$ cat src/rtl/i2cdac_pkg.sv
package i2cdac_pkg;
    localparam int DAC_W   = 12;
    localparam int PD_W    = 2;
    localparam int HI_W    = DAC_W - 8;
    localparam int RD_NUM  = 3;
    localparam logic [7:0] GC_ADDR  = 8'h00;
    localparam logic [7:0] GC_RESET = 8'h06;
    localparam logic [7:0] GC_WAKE  = 8'h09;

    typedef enum logic [3:0] {
        ST_IDLE,
        ST_ADDR,
        ST_ADDR_ACK,
        ST_CMD_HI,
        ST_HI_ACK,
        ST_CMD_LO,
        ST_LO_ACK,
        ST_GC_CMD,
        ST_GC_ACK,
        ST_RD_BYTE,
        ST_RD_ACK,
        ST_IGNORE
    } state_e;
endpackage

$ cat src/rtl/i2cdac_rx_shift.sv
module i2cdac_rx_shift #(
    parameter int BITS = 8
) (
    input  logic                         clk,
    input  logic                         rst_n,
    input  logic                         clr,
    input  logic                         shift_en,
    input  logic                         din,
    output logic [BITS-1:0]              data_q,
    output logic [$clog2(BITS+1)-1:0]    cnt_q
);
    always_ff @(posedge clk or negedge rst_n) begin
        if (!rst_n) begin
            data_q <= '0;
            cnt_q  <= '0;
        end else if (clr) begin
            cnt_q  <= '0;
        end else if (shift_en) begin
            data_q <= {data_q[BITS-2:0], din};
            cnt_q  <= cnt_q + 1'b1;
        end
    end
endmodule

$ cat src/rtl/i2cdac_regs.sv
module i2cdac_regs #(
    parameter int DAC_W = 12,
    parameter int PD_W  = 2
) (
    input  logic             clk,
    input  logic             rst_n,
    input  logic             ld_en,
    input  logic [DAC_W-1:0] ld_dac,
    input  logic [PD_W-1:0]  ld_pd,
    output logic [DAC_W-1:0] dac_q,
    output logic [PD_W-1:0]  pd_q,
    output logic             stb_q
);
    always_ff @(posedge clk or negedge rst_n) begin
        if (!rst_n) begin
            dac_q <= '0;
            pd_q  <= '0;
            stb_q <= 1'b0;
        end else begin
            stb_q <= ld_en;
            if (ld_en) begin
                dac_q <= ld_dac;
                pd_q  <= ld_pd;
            end
        end
    end
endmodule

$ cat src/rtl/i2cdac_tx_sel.sv
module i2cdac_tx_sel
    import i2cdac_pkg::*;
(
    input  logic [1:0]       idx,
    input  logic             ready,
    input  logic [PD_W-1:0]  pd,
    input  logic [DAC_W-1:0] dac,
    input  logic [2:0]       bit_pos,
    output logic             tx_bit
);
    logic [7:0] tx_byte;

    always_comb begin
        unique case (idx)
            2'd0:    tx_byte = {ready, {(7-PD_W){1'b0}}, pd};
            2'd1:    tx_byte = {{(8-HI_W){1'b0}}, dac[DAC_W-1:8]};
            default: tx_byte = dac[7:0];
        endcase
        tx_bit = tx_byte[bit_pos];
    end
endmodule

$ cat src/rtl/i2cdac_top.sv
module i2cdac_top
    import i2cdac_pkg::*;
#(
    parameter logic [6:0] DEV_ADDR = 7'h60
) (
    input  logic             clk,
    input  logic             rst_n,
    input  logic             ev_start,
    input  logic             ev_stop,
    input  logic             bit_stb,
    input  logic             bit_din,
    input  logic             nv_busy,
    output logic             sda_pull,
    output logic             upd_stb,
    output logic [11:0]      dac_code,
    output logic [1:0]       pd_bits
);
    localparam int CNT_W = $clog2(9);
    localparam logic [CNT_W-1:0] LAST_BIT = CNT_W'(7);
    localparam logic [1:0] RD_LAST = 2'(RD_NUM - 1);

    state_e             state_q, state_d;
    logic [7:0]         rx_byte;
    logic [CNT_W-1:0]   rx_cnt;
    logic [7:0]         hi_q;
    logic [1:0]         rd_idx_q;
    logic               evt, last_bit, addr_hit, gc_hit, gc_known, tx_bit;
    logic               shift_en, clr, ld_en;
    logic [DAC_W-1:0]   ld_dac;
    logic [PD_W-1:0]    ld_pd;
    logic               ack_stb;

    assign evt      = ev_start | ev_stop;
    assign last_bit = (rx_cnt == LAST_BIT);
    assign addr_hit = (rx_byte[7:1] == DEV_ADDR);
    assign gc_hit   = (rx_byte == GC_ADDR);
    assign gc_known = (rx_byte == GC_RESET) || (rx_byte == GC_WAKE);
    assign ack_stb  = bit_stb && !evt;

    i2cdac_rx_shift #(.BITS(8)) u_rx (
        .clk      (clk),
        .rst_n    (rst_n),
        .clr      (clr),
        .shift_en (shift_en),
        .din      (bit_din),
        .data_q   (rx_byte),
        .cnt_q    (rx_cnt)
    );

    i2cdac_tx_sel u_tx (
        .idx     (rd_idx_q),
        .ready   (!nv_busy),
        .pd      (pd_bits),
        .dac     (dac_code),
        .bit_pos (3'd7 - rx_cnt[2:0]),
        .tx_bit  (tx_bit)
    );

    i2cdac_regs #(.DAC_W(DAC_W), .PD_W(PD_W)) u_regs (
        .clk    (clk),
        .rst_n  (rst_n),
        .ld_en  (ld_en),
        .ld_dac (ld_dac),
        .ld_pd  (ld_pd),
        .dac_q  (dac_code),
        .pd_q   (pd_bits),
        .stb_q  (upd_stb)
    );

    // state register
    always_ff @(posedge clk or negedge rst_n) begin
        if (!rst_n) state_q <= ST_IDLE;
        else        state_q <= state_d;
    end

    // frame holding and read index
    always_ff @(posedge clk or negedge rst_n) begin
        if (!rst_n) begin
            hi_q     <= '0;
            rd_idx_q <= '0;
        end else if (ack_stb) begin
            if (state_q == ST_HI_ACK)   hi_q <= rx_byte;
            if (state_q == ST_ADDR_ACK) rd_idx_q <= '0;
            if (state_q == ST_RD_ACK && !bit_din)
                rd_idx_q <= (rd_idx_q == RD_LAST) ? 2'd0 : rd_idx_q + 2'd1;
        end
    end

    // next state
    always_comb begin
        state_d = state_q;
        if (ev_start) begin
            state_d = ST_ADDR;
        end else if (ev_stop) begin
            state_d = ST_IDLE;
        end else if (bit_stb) begin
            unique case (state_q)
                ST_IDLE:     state_d = ST_IDLE;
                ST_IGNORE:   state_d = ST_IGNORE;
                ST_ADDR:     if (last_bit) state_d = ST_ADDR_ACK;
                ST_ADDR_ACK: begin
                    if (addr_hit)    state_d = rx_byte[0] ? ST_RD_BYTE : ST_CMD_HI;
                    else if (gc_hit) state_d = ST_GC_CMD;
                    else             state_d = ST_IGNORE;
                end
                ST_CMD_HI:   if (last_bit) state_d = ST_HI_ACK;
                ST_HI_ACK:   state_d = ST_CMD_LO;
                ST_CMD_LO:   if (last_bit) state_d = ST_LO_ACK;
                ST_LO_ACK:   state_d = ST_CMD_HI;
                ST_GC_CMD:   if (last_bit) state_d = ST_GC_ACK;
                ST_GC_ACK:   state_d = ST_IGNORE;
                ST_RD_BYTE:  if (last_bit) state_d = ST_RD_ACK;
                ST_RD_ACK:   state_d = bit_din ? ST_IGNORE : ST_RD_BYTE;
                default:     state_d = ST_IDLE;
            endcase
        end
    end

    // outputs
    always_comb begin
        sda_pull = 1'b0;
        shift_en = 1'b0;
        clr      = evt;
        ld_en    = 1'b0;
        ld_dac   = dac_code;
        ld_pd    = pd_bits;
        unique case (state_q)
            ST_ADDR, ST_CMD_HI, ST_CMD_LO, ST_GC_CMD: begin
                shift_en = ack_stb;
            end
            ST_RD_BYTE: begin
                shift_en = ack_stb;
                sda_pull = !tx_bit;
            end
            ST_ADDR_ACK: begin
                sda_pull = addr_hit || gc_hit;
                clr      = clr || bit_stb;
            end
            ST_HI_ACK: begin
                sda_pull = 1'b1;
                clr      = clr || bit_stb;
            end
            ST_LO_ACK: begin
                sda_pull = 1'b1;
                clr      = clr || bit_stb;
                if (ack_stb && hi_q[7:6] == 2'b00) begin
                    ld_en  = 1'b1;
                    ld_dac = {hi_q[HI_W-1:0], rx_byte};
                    ld_pd  = hi_q[5:4];
                end
            end
            ST_GC_ACK: begin
                sda_pull = gc_known;
                clr      = clr || bit_stb;
                if (ack_stb && gc_known) begin
                    ld_en  = 1'b1;
                    ld_pd  = '0;
                    if (rx_byte == GC_RESET) ld_dac = '0;
                end
            end
            ST_RD_ACK: begin
                clr = clr || bit_stb;
            end
            ST_IDLE, ST_IGNORE: begin
                sda_pull = 1'b0;
            end
            default: sda_pull = 1'b0;
        endcase
    end
endmodule

$ cat config.mk
export PLATFORM = sky130hd
export DESIGN_NAME = i2cdac_top
export DESIGN_NICKNAME = d
export VERILOG_FILES = /design/src/rtl/i2cdac_pkg.sv /design/src/rtl/i2cdac_rx_shift.sv /design/src/rtl/i2cdac_regs.sv /design/src/rtl/i2cdac_tx_sel.sv /design/src/rtl/i2cdac_top.sv
export SDC_FILE = /design/constraint.sdc
export NUM_CORES = 1
export LEC_CHECK = 0
export BUFFER_PORTS_ARGS = -buffer_cell sky130_fd_sc_hd__buf_2
export CORE_MARGIN = 2
export CORE_UTILIZATION = 45
export DETAILED_ROUTE_END_ITERATION = 6
export GPL_ROUTABILITY_DRIVEN = 1
export PLACE_DENSITY = 0.74
export REMOVE_ABC_BUFFERS = 1
export SYNTH_ARGS = -nofsm -noshare
export SYNTH_HDL_FRONTEND = slang
export SYNTH_HIERARCHICAL = 1
export SYNTH_SLANG_ARGS = --single-unit
$ cat constraint.sdc
create_clock -name clk -period 2.3 [get_ports clk]
set_input_delay 0.23 -clock clk [delete_from_list [all_inputs] [get_ports clk]]
set_output_delay 0.23 -clock clk [all_outputs]
set_load 0.05 [all_outputs]
[After elaboration in Yosys (flattened, before gate mapping)]
Index checks and enable logic that the tools add are counted.
Word-level totals
  output and inout bits: 16
  logic and storage cells: 101
  register bits: 41
  bits of input ports: 7
Operators by class
  reduce and logical (&&, ||, !) cells: 28
  add/sub/neg operators: 3
  multiplexer cells: 34
  eq/ne operators: 25
  magnitude comparators: 1
  bitwise logic cells: 2
Operators by type and width (number)
  2-to-1 mux 4 bit: 13
  one-hot mux 4 bit (10 select lines): 1
  2-to-1 mux 12 bit: 3
  one-hot mux 12 bit (2 select lines): 1
  equality test 4 x 3 -> 1 bit (second input constant): 5
  != test 4 bit (second input constant): 5
  equality test 4 bit (second input constant): 4
  one-hot mux 8 bit (2 select lines): 1
  2-to-1 mux 2 bit: 6
  OR reduction 5 bit: 2
  equality test 4 x 2 -> 1 bit (second input constant): 2
  equality test 8 x 3 -> 1 bit (second input constant): 1
  equality test 8 x 4 -> 1 bit (second input constant): 1
  logical NOT 8 bit: 1
  equality test 7 bit (second input constant): 1
  != test 2 bit (second input constant): 3
  AND reduction 2 bit: 3
  AND reduction 6 bit: 1
  nonzero test 2 bit: 3
  2-to-1 mux 1 bit: 5
  AND reduction 5 bit: 1
  adder 4 x 1 -> 4 bit (second input constant): 1
  equality test 4 x 1 -> 1 bit (second input constant): 1
  logical AND 1 bit: 4
  other kinds (17): 24

[Longest topological paths before layout]
  word-level depth: 7
  depth in mapped cells: 9
  mapped depth without buffers: 8

[Modules after synthesis]
The synthesis kept the hierarchy.
Modules (own cells, without submodules)
  i2cdac_top: area each 1189.9 um2, seq. area each 350.3 um2, instances 1, cells an instance 134
  i2cdac_rx_shift: area each 545.5 um2, seq. area each 300.3 um2, instances 1, cells an instance 35
  i2cdac_regs: area each 544.3 um2, seq. area each 375.4 um2, instances 1, cells an instance 30
  i2cdac_tx_sel: area each 182.7 um2, seq. area each 0.0 um2, instances 1, cells an instance 19

[Worst setup path before layout]
OpenSTA, ideal clock, no wires.
  path type: register to output
  start point: register u_regs.dac_q[9]
  end point: output port sda_pull
  data required time: 2.070 ns
  buffers on the path: 0
  cell stages (with the launch flop): 8
  arrival: 2.260 ns
  slack: -0.190 ns
  cell sequence: dfrtp_1 mux2_2 mux4_1 a21oi_1 o31ai_1 nor4_1 nor2_1 nand3_1
On the way
  cells in the longest elaborated chain, start to end: 5
RTL lines
  start, declared: RTL line i2cdac_regs.sv:10  | output logic [DAC_W-1:0] dac_q,
  start signal, assigned: RTL line i2cdac_regs.sv:22  | dac_q <= ld_dac;
  one-hot mux 8 bit (2 select lines): RTL line i2cdac_tx_sel.sv:14  | unique case (idx)
  binary-select mux 1 bit (select 3 bit): RTL line i2cdac_tx_sel.sv:19  | tx_bit = tx_byte[bit_pos];
  2-to-1 mux 1 bit (not written as such): RTL line i2cdac_tx_sel.sv:19
  via tx_bit: RTL line i2cdac_top.sv:27  | logic evt, last_bit, addr_hit, gc_hit, gc_known, tx_bit;
  logical NOT 1 bit: RTL line i2cdac_top.sv:133  | sda_pull = !tx_bit;
  one-hot mux 1 bit (4 select lines): RTL line i2cdac_top.sv:127  | unique case (state_q)
  end, declared: RTL line i2cdac_top.sv:13  | output logic sda_pull,
The timed path passes the listed nets, and every way through them passes these cells. The select of a mux whose other input is x is not followed.

[Worst setup path in the final report]
  start point: register u_rx.cnt_q[0]
  end point: output port sda_pull
On the way
  cells in the longest elaborated chain, start to end: 5
RTL lines
  start, declared: RTL line i2cdac_rx_shift.sv:10  | output logic [$clog2(BITS+1)-1:0] cnt_q
  start signal, assigned: RTL line i2cdac_rx_shift.sv:20  | cnt_q <= cnt_q + 1'b1;
  subtractor 3 bit: RTL line i2cdac_top.sv:55  | .bit_pos (3'd7 - rx_cnt[2:0]),
  binary-select mux 1 bit (select 3 bit): RTL line i2cdac_tx_sel.sv:19
  2-to-1 mux 1 bit (not written as such): RTL line i2cdac_tx_sel.sv:19
  via tx_bit: RTL line i2cdac_top.sv:27
  logical NOT 1 bit: RTL line i2cdac_top.sv:133
  one-hot mux 1 bit (4 select lines): RTL line i2cdac_top.sv:127
The timed path passes the listed nets, and every way through them passes these cells. The select of a mux whose other input is x is not followed.

==> flow_metrics.env <==
export IMPL_critical_path_class="reg -> out"
export IMPL_required_ps=2070
export IMPL_fin_ws_ps=-226
export IMPL_multi_input_area_mm2=0.00133
export IMPL_track_usage_pct=19.2
export IMPL_nNetsFinal=267
export IMPL_core_area_mm2=0.00520
export IMPL_gp_congestion=0.860
export IMPL_layout_common_cells="dfrtp_1, buf_4, buf_2, mux2_4, mux2_2"
export IMPL_p_per_area_mw_per_mm2=473
export IMPL_cts_root_buf="clkbuf_8"
export IMPL_clock_skew_ps=6.05
export IMPL_synth_flop_cell="dfrtp_1"
export IMPL_hold_violations=0
export IMPL_finalSetupViolCount=1
export IMPL_rows=26
export IMPL_cts_tree="built"
export IMPL_die_w_um=78.0
export IMPL_gr_usage_met2_pct=29.7
export IMPL_vias_per_cell=5.72
export IMPL_cpMaxStageDelayCell="mux4_2"
export IMPL_ys_types=56
export IMPL_hpwl_um=3900
export IMPL_syn_inst=218
export IMPL_path_cells="inv_2 > mux2_4 > nand2_1 > mux4_2 > o31ai_2 > nor4_2 > nor2_1 > nand3_1 > buf_6"
export IMPL_synth_area_mm2=0.00246
export IMPL_finalWirelength_um=5480
export IMPL_antenna_cells=0
export IMPL_clk_pin_slew_ps=80
export IMPL_ioPinCount=23
export IMPL_drive_gt1_share_pct=39.2
export IMPL_cellLeakagePower_nw=1.41
export IMPL_synth_area_leaders="dfrtp_1, mux2_4, mux2_2"
export IMPL_cts_buffers=5
export IMPL_final_max_slew_viol_count=0
export IMPL_synth_edf_count=0
export IMPL_worst_slew_pin_slew_ps=907
export IMPL_yosys_area_top_type_share_pct=41.7
export IMPL_cp_max_fo=6
export IMPL_busiest_layer="met2"
export IMPL_crit_arrival_ps=2300
export IMPL_synth_area_leader_cell="dfrtp_1"
export IMPL_post_route_period_util_pct=110
export IMPL_max_stage_delay_ps=460
export IMPL_vias=1886
export IMPL_clk_path_buf_depth=2
export IMPL_period_minus_slack_ps=2530
export IMPL_synth_seq_cells=41
export IMPL_grt_antenna_before_repair=0
export IMPL_cap_viol_max_count=0
export IMPL_grt_start_max_net_pins=42
export IMPL_die_area_mm2=0.00608
export IMPL_hold_path_class="in -> async"
export IMPL_drt_first_iter_violations=115
export IMPL_wire_per_inst_um=16.6
export IMPL_grt_ovfl_total=0
export IMPL_seqCellArea_mm2=0.00103
export IMPL_yosysSeqAreaShare_pct=41.7
export IMPL_filler_cell_count=454
export IMPL_path_buf_inv=2
export IMPL_areaGrowthSynthToFinish_pct=16.8
export IMPL_max_freq_mhz=396
export IMPL_cts_sinks=41
export IMPL_layout_commonest_cell="dfrtp_1"
export IMPL_worstSetupStartpointType="flop"
export IMPL_drt_pass1_iter_count=4
export IMPL_ir_drop_uv=318
export IMPL_post_cts_setup_buffers=0
export IMPL_cts_max_level=2
export IMPL_synth_warnings=6
export IMPL_slew_headroom_pct=39.6
export IMPL_grt_pass1_vias=1878
export IMPL_status="finished, violations left"
export IMPL_gr_usage_met1_pct=28.0
export IMPL_power_mw=1.36
export IMPL_drcViolationCount=0
export IMPL_grt_pass1_wl_um=9200
export IMPL_cp_top_family="multiplexers"
export IMPL_async_reset_ff_share_pct=100
export IMPL_drtAntennaViolNets=0
export IMPL_die_h_um=78.0
export IMPL_clkLatencyLatePin_ps=290
export IMPL_initial_core_util_pct=47.3
export IMPL_rsz0062_at_grt="yes"
export IMPL_cp_end_kind="output pin"
export IMPL_grt_use_met3_pct=3.26
export IMPL_syn_avg_cell_area_um2=11.3
export IMPL_post_place_ws_ps=-69.3
export IMPL_numPortBuffers=22
export IMPL_hold_slack_ps=66.4
export IMPL_violations="negative setup slack"
metal layers:
layer / part of all wire, % / wire length, µm / vias to the layer above
li1: - / - / 895
met4: 1.1 / 59 / 0
met3: 3.8 / 209 / 7
met5: 0 / 0 / -
met2: 47 / 2570 / 45
met1: 48 / 2640 / 939
final timing paths:
kind,from,end,slack (ps),cells after the start
min in group clk,ev_start,state_q[3],160,2
worst max-delay path,u_rx/cnt_q[0],sda_pull,-230,9
worst max register to register,u_rx/data_q[5],u_regs/dac_q[9],170,5
max in group asynchronous,rst_n,hi_q[3],1670,1
worst min-delay path,rst_n,hi_q[6],70,1
worst min register to register,hi_q[3],hi_q[3],520,1
report_power, final:
part / switching [mW] / internal (mW)
clock: 0.255 / 0.210
combinational: 0.0854 / 0.0653
sequential: 0.0112 / 0.734
total: 0.351 / 1.01
layout make-up:
class,instances,share of cell area [%]
repair buffers,46,10.7
inverters,10,1.30
multi-input cells,155,46.2
flip-flops and latches,41,35.7
well taps,70,3.04
clock inverters,3,0.609
clock buffers,5,2.39
through the flow:
stage / setup TNS (ps) / util, % / std cells / instance area [µm²]
after floorplan: -964 / - / 206 / 2370
after CTS: -274 / 55.0 / 330 / 2870
after global placement: -12.6 / 53.1 / 322 / 2770
after global routing: -383 / 55.3 / 330 / 2880
after detailed placement: -69.3 / 53.1 / 322 / 2770
final: -226 / 55.3 / 330 / 2880
cell usage after synthesis (2+ instances only):
cell	n
a21oi_1	5
a22o_1	12
a31oi_1	2
and3_1	2
buf_6	5
clkbuf_1	5
dfrtp_1	41
inv_1	9
mux2_2	17
mux2_4	17
mux2i_1	5
nand2_1	11
nand2b_1	4
nand3_1	5
nand3b_1	3
nand4_1	2
nand4b_1	2
nor2_1	14
nor3_1	9
nor4_1	2
nor4b_1	2
o2111ai_1	3
o21ai_1	6
o22ai_1	2
xnor2_1	2
cell families (layout without fill, tap and decap cells):
family	Yosys count	count (layout)	share of synthesized area, %
AND/OR/NAND/NOR	68	68	16.7
AO/OA/AOI/OAI	42	42	12.9
multiplexers	41	41	22.2
flip-flops	41	41	41.7
buffers and inverters	22	64	5.08
XOR/XNOR	3	3	1.07
adder cells (fa/ha/maj)	1	1	0.508
flip-flops by register name (all words and copies together), names as in the netlist:
register,cells
state_q,4
u_regs/pd_q,2
u_rx/cnt_q,4
u_regs/stb_q,1
rd_idx_q,2
u_regs/dac_q,12
hi_q,8
u_rx/data_q,8
timing repair:
action	4_1_cts	5_1_grt
pin swaps	3	3
resized for setup	7	2
hold buffers	0	0
endpoints found under the setup margin	1	1
No activity file was read; power rests on OpenSTA's default activity.
